===== src/rtl/ubt_pkg.sv =====
package ubt_pkg;

  localparam int unsigned CHANNELS = 18;

  typedef struct packed {
    logic latch_en;
    logic strobe;
    logic drive_on;
  } xfer_ctl_t;

endpackage


===== src/rtl/ubt_bus_keeper.sv =====
module ubt_bus_keeper #(
  parameter int unsigned W = 18
) (
  input  logic         clk,
  input  logic         rst,
  input  logic [W-1:0] pin,
  input  logic [W-1:0] driven,
  output logic [W-1:0] level
);

  logic [W-1:0] kept;

  for (genvar i = 0; i < W; i++) begin : g_bit
    always_ff @(posedge clk) begin
      if (rst)            kept[i] <= 1'b0;
      else if (driven[i]) kept[i] <= pin[i];
    end

    assign level[i] = driven[i] ? pin[i] : kept[i];

    // an undriven bit keeps its remembered level
    p_keep_r7: assert property (@(posedge clk) disable iff (rst)
      !driven[i] |=> kept[i] == $past(kept[i]));
  end

endmodule


===== src/rtl/ubt_dir_path.sv =====
module ubt_dir_path
  import ubt_pkg::*;
#(
  parameter int unsigned W = 18
) (
  input  logic         clk,
  input  logic         rst,
  input  xfer_ctl_t    ctl,
  input  logic [W-1:0] d,
  output logic [W-1:0] q,
  output logic [W-1:0] q_en
);

  logic         strobe_q;
  logic         fall;
  logic [W-1:0] store;

  assign fall = strobe_q & ~ctl.strobe;

  always_ff @(posedge clk) begin
    if (rst) begin
      strobe_q <= 1'b0;
      store    <= '0;
    end else begin
      strobe_q <= ctl.strobe;
      if (ctl.latch_en || fall) store <= d;
    end
  end

  assign q    = ctl.latch_en ? d : store;
  assign q_en = {W{ctl.drive_on}};

  // falling strobe in registered mode loads the input
  p_capture_r2: assert property (@(posedge clk) disable iff (rst)
    (!ctl.latch_en && fall) |=> store == $past(d));

  // no falling strobe in registered mode keeps the store
  p_hold_r3: assert property (@(posedge clk) disable iff (rst)
    (!ctl.latch_en && !fall) |=> store == $past(store));

  // transparent mode tracks the input so the last value is held
  p_track_r4: assert property (@(posedge clk) disable iff (rst)
    ctl.latch_en |=> store == $past(d));

endmodule


===== src/rtl/ubt_transceiver.sv =====
module ubt_transceiver
  import ubt_pkg::*;
#(
  parameter int unsigned W = CHANNELS
) (
  input  logic         clk,
  input  logic         rst,
  input  logic [W-1:0] a_i,
  input  logic [W-1:0] a_ext_drv,
  output logic [W-1:0] a_o,
  output logic [W-1:0] a_en,
  input  logic [W-1:0] b_i,
  input  logic [W-1:0] b_ext_drv,
  output logic [W-1:0] b_o,
  output logic [W-1:0] b_en,
  input  logic         ab_le,
  input  logic         ab_clk,
  input  logic         ab_oe,
  input  logic         ba_le,
  input  logic         ba_clk,
  input  logic         ba_oe_n
);

  logic [W-1:0] a_seen;
  logic [W-1:0] b_seen;
  xfer_ctl_t    ab_ctl;
  xfer_ctl_t    ba_ctl;

  assign ab_ctl = '{latch_en: ab_le, strobe: ab_clk, drive_on: ab_oe};
  assign ba_ctl = '{latch_en: ba_le, strobe: ba_clk, drive_on: ~ba_oe_n};

  ubt_bus_keeper #(.W(W)) u_keep_a (
    .clk(clk), .rst(rst), .pin(a_i), .driven(a_ext_drv), .level(a_seen)
  );

  ubt_bus_keeper #(.W(W)) u_keep_b (
    .clk(clk), .rst(rst), .pin(b_i), .driven(b_ext_drv), .level(b_seen)
  );

  ubt_dir_path #(.W(W)) u_ab (
    .clk(clk), .rst(rst), .ctl(ab_ctl), .d(a_seen), .q(b_o), .q_en(b_en)
  );

  ubt_dir_path #(.W(W)) u_ba (
    .clk(clk), .rst(rst), .ctl(ba_ctl), .d(b_seen), .q(a_o), .q_en(a_en)
  );

  // fully driven A passes straight to B in transparent mode
  p_pass_r1: assert property (@(posedge clk) disable iff (rst)
    (ab_le && (&a_ext_drv)) |-> b_o == a_i);

  // B pads released whenever the active-high enable is low
  p_b_off_r5: assert property (@(posedge clk) disable iff (rst)
    !ab_oe |-> b_en == '0);

  // A pads follow the active-low enable
  p_a_off_r6: assert property (@(posedge clk) disable iff (rst)
    ba_oe_n |-> a_en == '0);
  p_a_on_r6: assert property (@(posedge clk) disable iff (rst)
    !ba_oe_n |-> &a_en);

endmodule


===== config.mk =====
export PLATFORM = sky130hd
export DESIGN_NAME = ubt_transceiver
export DESIGN_NICKNAME = d
export VERILOG_FILES = /design/src/rtl/ubt_pkg.sv /design/src/rtl/ubt_bus_keeper.sv /design/src/rtl/ubt_dir_path.sv /design/src/rtl/ubt_transceiver.sv
export SDC_FILE = /design/constraint.sdc
export NUM_CORES = 1
export LEC_CHECK = 0
export CAP_MARGIN = 10
export CORE_MARGIN = 4
export CORE_UTILIZATION = 40
export CTS_CLUSTER_SIZE = 12
export DETAILED_ROUTE_END_ITERATION = 8
export DONT_BUFFER_PORTS = 1
export GPL_ROUTABILITY_DRIVEN = 1
export HOLD_SLACK_MARGIN = 0.06
export PLACE_DENSITY = 0.56
export SLEW_MARGIN = 20
export SYNTH_ARGS = -nofsm -noshare
export SYNTH_HDL_FRONTEND = slang
export SYNTH_SLANG_ARGS = --single-unit

===== constraint.sdc =====
create_clock -name clk -period 1.2 [get_ports clk]
set_input_delay 0.18 -clock clk [delete_from_list [all_inputs] [get_ports clk]]
set_output_delay 0.18 -clock clk [all_outputs]
set_load 0.02 [all_outputs]

==> impl_metrics.ini, run 1 <==
[finish]
num_antenna_cells = 0
nFillCells = 699
syn_to_final_growth_pct = 31.3
nets = 457
drive_above_1_share_pct = 52.9

[critical_path]
max_stage_delay_ns = 0.32
r2r_start = u_keep_a.kept[15]
crit_path_start_kind = flip-flop
ff2ff_setup_slack_ns = 0.12
crit_family = flip-flops
path_buf_inv = 1
critPathMaxFanout = 2
end_kind = output pin
cp.arrival_ns = 1.11
cp.required_ns = 1.02
criticalPathCategory = reg2out
r2r_end = u_ab.store[15]
crit_slowest_cell = dfxtp_2
r2r_cells = 5
crit_chain = mux2i_2 -> a21oi_1 -> buf_4

[global_route]
overflow = 0
grt_pass1_wl_mm = 11.4
grt_max_degree = 75
gr-usage-all-layers_pct = 14.5
first_global_vias = 2443
antenna_found_initial = 0

[pwr]
pwr_density_cell_nw_per_um2 = 1490
switchingPower_mw = 1.54
p_leak_nw = 1.74
sw_frac_of_total_pct = 24.4
p_int_mw = 4.76
design_power_total_mw = 6.30
combPwrFrac_pct = 19.4
p_seq_share_pct = 42.7
power_frac_clock_pct = 37.9
ir_drop_mv = 0.729

[floorplanning]
start_util_pct = 41.4
ios = 152
std_cell_rows = 32
die_h_um = 97.7
die_w_um = 97.7
fp.dieArea_um2 = 9540
core_um2 = 7770

[yosys]
synth-main-ff-cell = dfxtp_1
synth_seq_cells = 74
syn_area_per_cell_um2 = 10.1
synth_most_common_cell = dfxtp_1
yosys.area_share.adder_pct = 0
synth.area.top_cells = dfxtp_1, mux2i_1, a221oi_2
synth_top_family_by_area = compound AO/OA/AOI/OAI gates
synth_compound_area_share_pct = 19.3
synth_top_area_cell = dfxtp_1
syn_nets = 400
synth_cells = 320
synth.distinct_cells = 16
synth_commonest_cells = dfxtp_1, nor2_1, a21oi_1, mux2i_1, buf_4
synth-edff-count = 0
synthSimpleGateAreaFrac_pct = 10.3
async_flop_share_pct = 0
synth.area.mux_share_pct = 11.2
synth_xor_area_share_pct = 0
yosysWarnings = 0
synth_top_area_share_pct = 46.0
syn_area_um2 = 3220
yosysSeqAreaShare_pct = 46.0

[min_path]
worstHoldStart = rst
whs_path_depth = 1
hp-class = in2reg
min_to = u_keep_a.kept[13]

[sta]
finalMaxSlewViolations = 0
final.setup.worst_slack_ns = -0.0866
tightest_slew_ns = 0.276
fin_skew_ns = 0.0112
holdWs_ns = -0.103
hold_violations = 72
period_minus_slack_ns = 1.29
rsz0062_at_grt = yes
min_period_over_period_pct = 107
tns_ns = -1.76
fmax_mhz = 777
setup_violations = 36
slew_headroom_pct = 81.6

[routing]
drt_iter0_drc = 55
drt_wl_total_mm = 7.23
wl_per_cell_um = 14.9
via_per_inst = 5.05
ant_nets = 0
drt_first_pass_iters = 4
drc = 0
dr_total_vias = 2445

[clock_tree]
cts_buffer_depth = 2
insertion_delay_ns = 0.34
clk_pin_slew_ns = 0.08
numCtsBuffers = 9
cts_tree = done
cts_root_buffer = clkbuf_8
cts_hold_buf = 2
cts.sinks = 74
cts_max_level = 3

[placement]
gp_congestion = 0.654
hpwlAfterDp_mm = 4.32
port_buffers = 0

[outcome]
outcome = finished with violations
violations = hold timing, setup timing

[run]
maxCapViolations = 0
[layout by cell type, fill, tap and decap left out, types with 3 or more instances in the layout]
| cell type | n |
|---|---|
| buf_4 | 95 |
| nor2_1 | 66 |
| dfxtp_1 | 58 |
| a21oi_1 | 26 |
| mux2i_2 | 22 |
| a221oi_2 | 20 |
| a221oi_1 | 16 |
| dfxtp_2 | 16 |
| clkbuf_8 | 11 |
| a21oi_2 | 10 |
| mux2i_1 | 9 |
| buf_6 | 7 |
| nor2_2 | 6 |
| mux2i_4 | 5 |
| clkinv_2 | 3 |
| nand2b_4 | 3 |
| bufinv_16 | 3 |
[state kept, by name, summed over array words and instances, names as in the netlist]
register,cells
u_ab.store,18
u_ba.store,18
u_keep_a.kept,18
u_keep_b.kept,18
u_ab.strobe_q,1
u_ba.strobe_q,1
[metal layers]
metal | vias up | GRT usage, % | share of wire [%]
li1 | 1206 | - | -
met1 | 1153 | 17.3 | 41
met2 | 80 | 23.5 | 50
met3 | 6 | 5.96 | 7.7
met4 | 0 | 4.79 | 0.87
met5 | - | 0 | 0
[kinds of logic (layout without fill, tap and decap cells)]
family                 Yosys count  in the layout
AOI/OAI and AO/OA               72             72
DFF                             74             74
muxes                           36             36
buffers and inverters           60            122
and+or+nand+nor                 78             78
[power groups by stage]
stage	logic, mW	clock network (mW)	registers, mW
3_3_place_gp	0.968	0	2.72
2_1_floorplan	0.845	0	2.71
6_report	1.22	2.39	2.69
4_1_cts	1.11	2.44	2.67
3_5_place_dp	0.978	0	2.72
5_1_grt	1.32	2.56	2.71
[worst max path at each step]
stage	endpoint	slack, ns	depth (start not counted)	from
2_1_floorplan	a_o[10]	0.003	4	ba_le
3_3_place_gp	a_o[14]	0.18	3	u_keep_b.kept[14]
3_5_place_dp	a_o[14]	0.16	3	u_keep_b.kept[14]
4_1_cts	b_o[15]	-0.13	3	u_keep_a.kept[15]
5_1_grt	a_o[11]	-0.16	3	u_keep_b.kept[11]
6_report	b_o[13]	-0.09	3	u_keep_a.kept[13]
[repair_timing]
item                                   4_1_cts  5_1_grt
pin swaps                                   13       22
setup buffers                               25       13
endpoints found under the hold margin       74       72
gates cloned                                 0        0
gates resized for setup                     22       49
setup endpoints to repair                   36       36
[metrics by stage]
| stage | util [%] | hold WS, ns | cells | instance area (um^2) | setup slack (ns) |
|---|---|---|---|---|---|
| 6_report | 54.4 | -0.103 | 484 | 4230 | -0.0866 |
| 3_3_place_gp | 44.1 | 0.255 | 428 | 3430 | 0.181 |
| 4_1_cts | 51.1 | -0.115 | 471 | 3970 | -0.127 |
| 3_5_place_dp | 44.1 | 0.258 | 428 | 3430 | 0.159 |
| 2_1_floorplan | - | 0.308 | 320 | 3220 | 0.00312 |
| 5_1_grt | 54.4 | -0.129 | 484 | 4230 | -0.162 |
[cell type report]
class | count | area [um^2] | area share [%]
Tap cell | 102 | 128 | 3.02
Clock inverter | 5 | 100 | 2.37
Timing Repair Buffer | 105 | 832 | 19.7
Multi-Input combinational cell | 186 | 1510 | 35.7
Inverter | 1 | 5.00 | 0.118
Clock buffer | 11 | 151 | 3.58
Sequential cell | 74 | 1500 | 35.5
No activity file was read; power rests on OpenSTA's default activity.
==> inputs of run 2 (changes only) <==
- CTS_BUF_LIST: not set -> sky130_fd_sc_hd__clkbuf_2 sky130_fd_sc_hd__clkbuf_4 sky130_fd_sc_hd__clkbuf_8
- SKIP_LAST_GASP: not set -> 1
==> run 2 against run 1 <==
The run still ends with hold timing, setup timing left. Combinational power about the same. Largest cell class unchanged. First-iteration DRC count stayed put. Sequential share of layout area is essentially flat. Critical path depth did not move. Register-to-register slack hardly changed. Via count is 0.29% higher. Clock-buffer cell count is the same. Critical endpoint unchanged. Power hardly changed. Final area about the same.
==> impl_metrics.ini, run 2 (same netlist as run 1, synthesis figures left out) <==
[critical_path]
cp.required_ns = 1.02
criticalPathCategory = reg2out
crit_path_start_kind = flip-flop
crit_chain = mux2i_2 -> a21oi_1 -> buf_4
end_kind = output pin
critPathMaxFanout = 2
cp.arrival_ns = 1.10
crit_slowest_cell = dfxtp_1
max_stage_delay_ns = 0.32

[finish]
nets = 457
syn_to_final_growth_pct = 31.3
num_antenna_cells = 0
nFillCells = 699
drive_above_1_share_pct = 52.6
fin_util_pct = 54.4
final_cell_mix = buf_4, nor2_1, dfxtp_1
final_common_cell = buf_4

[min_path]
hp-class = in2reg

[global_route]
gr-usage-all-layers_pct = 14.5
grt_pass1_wl_mm = 11.4
overflow = 0
first_global_vias = 2443
antenna_found_initial = 0
grt_max_degree = 75

[routing]
ant_nets = 0
via_per_inst = 5.07
drt_first_pass_iters = 4
drc = 0
drt_wl_total_mm = 7.23
wl_per_cell_um = 14.9
drt_iter0_drc = 55
dr_total_vias = 2452

[pwr]
p_int_mw = 4.76
ir_drop_mv = 0.729
power_frac_clock_pct = 37.9
combPwrFrac_pct = 19.4
switchingPower_mw = 1.54
sw_frac_of_total_pct = 24.4
p_leak_nw = 1.74
pwr_density_cell_nw_per_um2 = 1490
p_seq_share_pct = 42.7

[sta]
slew_headroom_pct = 81.6
rsz0062_at_grt = yes
period_minus_slack_ns = 1.28
finalMaxSlewViolations = 0
setup_violations = 36
fin_skew_ns = 0.0105
tightest_slew_ns = 0.276
hold_violations = 72
holdWs_ns = -0.0945
fmax_mhz = 779
min_period_over_period_pct = 107
final.setup.worst_slack_ns = -0.0830

[placement]
port_buffers = 0
hpwlAfterDp_mm = 4.32
gp_congestion = 0.654

[clock_tree]
cts_max_level = 3
cts.sinks = 74
cts_hold_buf = 2
clk_pin_slew_ns = 0.08
cts_root_buffer = clkbuf_8
insertion_delay_ns = 0.34
cts_tree = done
cts_buffer_depth = 2
numCtsBuffers = 9

[floorplanning]
std_cell_rows = 32
die_h_um = 97.7
fp.dieArea_um2 = 9540
die_w_um = 97.7
start_util_pct = 41.4
ios = 152
core_um2 = 7770

[outcome]
violations = hold timing, setup timing
outcome = finished with violations

[run]
maxCapViolations = 0
-- run 2: cell counts in the layout (fill, tap and decap cells not counted) --
Identical to the previous run, type by type.
-- run 2: metal layers --
| layer | wire length, um | global-route usage [%] |
|---|---|---|
| met5 | 0 | 0 |
| met4 | 63 | 4.79 |
| met3 | 568 | 5.96 |
| met2 | 3620 | 23.5 |
| met1 | 2970 | 17.3 |
-- run 2: path summary, 6_finish.rpt --
check | startpoint | endpoint | slack [ns] | cells past startpoint
max | u_keep_a.kept[13] | b_o[13] | -0.08 | 3
min | rst | u_keep_a.kept[13] | -0.09 | 1
min reg2reg | u_keep_b.kept[16] | u_keep_b.kept[16] | 0.52 | 2
max reg2reg | u_keep_a.kept[15] | u_ab.store[15] | 0.12 | 5
-- run 2: layout make-up --
class / instances / area [um^2] / share of cell area, %
repair buffers: 105 / 832 / 19.7
flip-flops and latches: 74 / 1500 / 35.5
well taps: 102 / 128 / 3.02
clock buffers: 11 / 151 / 3.58
multi-input cells: 186 / 1510 / 35.7
clock inverters: 5 / 100 / 2.37
inverters: 1 / 5.00 / 0.118
-- run 2: power by group through the flow --
stage	Sequential (mW)	Combinational, mW	Clock [mW]
2_1_floorplan	2.71	0.845	0
3_3_place_gp	2.72	0.968	0
3_5_place_dp	2.72	0.978	0
4_1_cts	2.67	1.11	2.44
5_1_grt	2.71	1.32	2.56
6_report	2.69	1.22	2.39
-- run 2: worst max-delay path, delay by kind of cell (launching register included) --
kind                   cells  cell delay (ns)
flip-flops                 1             0.32
AO/OA/AOI/OAI              1             0.10
multiplexers               1             0.18
buffers and inverters      1             0.17
-- run 2: what timing repair did --
action / 4_1_cts / 5_1_grt
endpoints found under the hold margin: 74 / 72
gates resized for setup: 22 / 48
setup buffers: 25 / 13
pin swaps: 13 / 21
setup endpoints to repair: 36 / 36
-- run 2: per-stage QoR --
stage	setup slack, ns	area (um^2)	cells	total power [mW]	TNS (ns)
finish	-0.0830	4230	484	6.30	-1.74
global route	-0.162	4230	484	6.59	-4.36
CTS	-0.127	3970	471	6.23	-2.43
detailed placement	0.159	3430	428	3.70	0
global placement	0.181	3430	428	3.69	0
floorplan	0.00312	3220	320	3.56	0
==> inputs of run 3 (changes only) <==
- clock period: 1.2 -> 1.3 ns (I/O delays scaled with it)
==> run 3 against run 2 <==
The run still ends with hold timing, setup timing left. Critical path depth is the same. Power is 15% lower. Combinational power shrank 9%. Hold slack better by 0.013 ns. Die area did not move. Non-clock buffer count down 8. Register-to-register slack worse by 0.05 ns. Clock power is 27% lower. Worst setup slack improved by 0.075 ns. Routed wire length is 0.14% lower. Final area fell by 2.3%. Clock-buffer cell count decreased by 1. Critical endpoint is now b_o[7].
==> impl_metrics.ini, run 3 (same netlist as run 1, synthesis figures left out) <==
[outcome]
outcome = finished with violations
violations = hold timing, setup timing

[critical_path]
end_kind = output pin
cp.arrival_ns = 1.11
cp.required_ns = 1.11
crit_path_start_kind = flip-flop
criticalPathCategory = reg2out
critPathMaxFanout = 2

[floorplanning]
die_h_um = 97.7
core_um2 = 7770
start_util_pct = 41.4
std_cell_rows = 32
die_w_um = 97.7
fp.dieArea_um2 = 9540
ios = 152

[clock_tree]
clk_pin_slew_ns = 0.08
cts_tree = done
cts_hold_buf = 7
insertion_delay_ns = 0.33
cts_max_level = 3
cts_buffer_depth = 2
cts.sinks = 74
numCtsBuffers = 9
cts_root_buffer = clkbuf_8

[routing]
drt_first_pass_iters = 5
dr_total_vias = 2414
ant_nets = 0
drc = 0
drt_iter0_drc = 50
via_per_inst = 5.07
drt_wl_total_mm = 7.22
wl_per_cell_um = 15.2

[finish]
final_common_cell = buf_4
final_cell_mix = buf_4, nor2_1, dfxtp_1
num_antenna_cells = 0
fin_util_pct = 53.2
drive_above_1_share_pct = 52.7
stdcell_area_um2 = 4130
nets = 449
syn_to_final_growth_pct = 28.3

[sta]
rsz0062_at_grt = yes
tightest_slew_ns = 0.280
hold_violations = 70
setup_violations = 1
final.setup.worst_slack_ns = -0.00853
fmax_mhz = 764
slew_headroom_pct = 81.3
holdWs_ns = -0.0818
min_period_over_period_pct = 101
period_minus_slack_ns = 1.31
fin_skew_ns = 0.0129
finalMaxSlewViolations = 0

[placement]
place_area_um2 = 3340
hpwlAfterDp_mm = 4.40
port_buffers = 0
gp_congestion = 0.661

[min_path]
hp-class = in2reg

[run]
maxCapViolations = 0

[global_route]
gr-usage-all-layers_pct = 14.6
grt_pass1_wl_mm = 11.6
overflow = 0
antenna_found_initial = 0
first_global_vias = 2378
grt_max_degree = 75

[pwr]
p_leak_nw = 1.66
pwr_density_cell_nw_per_um2 = 1290
ir_drop_mv = 0.809
[run 3: final cells by class]
cell class / instances / area [um^2]
clock buffer: 10 / 131
clock inverter: 6 / 57.6
fill: 731 / 3640
inverter: 1 / 5.00
multi-input combinational: 186 / 1540
sequential: 74 / 1500
tap: 102 / 128
timing repair buffer: 97 / 774
[run 3: worst paths after layout]
path / start / endpoint / slack (ns) / cells after the start
max: u_keep_a.kept[7] / b_o[7] / -0.009 / 3
min: rst / u_ab.store[13] / -0.08 / 1
max reg2reg: u_keep_b.kept[14] / u_keep_b.kept[14] / 0.07 / 3
min reg2reg: u_ba.store[1] / u_ba.store[1] / 0.56 / 2
[run 3: repair_timing]
item / 4_1_cts / 5_1_grt
pin swaps: 3 / 18
cloned: 0 / 0
gates resized for setup: 27 / 48
setup buffers: 25 / 15
endpoints found under the hold margin: 74 / 71
setup endpoints to repair: 26 / 40
[run 3: report_power, final]
group          internal [mW]  switching [mW]
combinational          0.575           0.536
clock                  0.896           0.846
sequential              2.43          0.0539
[run 3: layer usage]
| layer | vias up | routed length [um] | global-route usage, % |
|---|---|---|---|
| met1 | 1136 | 3280 | 18.5 |
| met3 | 5 | 499 | 6.39 |
| li1 | 1190 | - | - |
| met4 | 0 | 64 | 4.15 |
| met5 | - | 0 | 0 |
| met2 | 83 | 3370 | 22.7 |
[run 3: metrics by stage]
step | instances | worst slack (ns) | power, mW | setup TNS (ns)
final | 476 | -0.00853 | 5.33 | -0.00853
after global routing | 476 | -0.0744 | 5.59 | -1.34
after CTS | 465 | -0.0585 | 5.27 | -0.122
after detailed placement | 417 | 0.225 | 3.38 | 0
after global placement | 417 | 0.250 | 3.37 | 0
after floorplan | 320 | 0.0731 | 3.28 | 0
[run 3: critical path: stages (launching register included)]
cell and delay [ns]:
dfxtp_2 0.33, mux2i_2 0.18, a21oi_1 0.10, buf_4 0.17
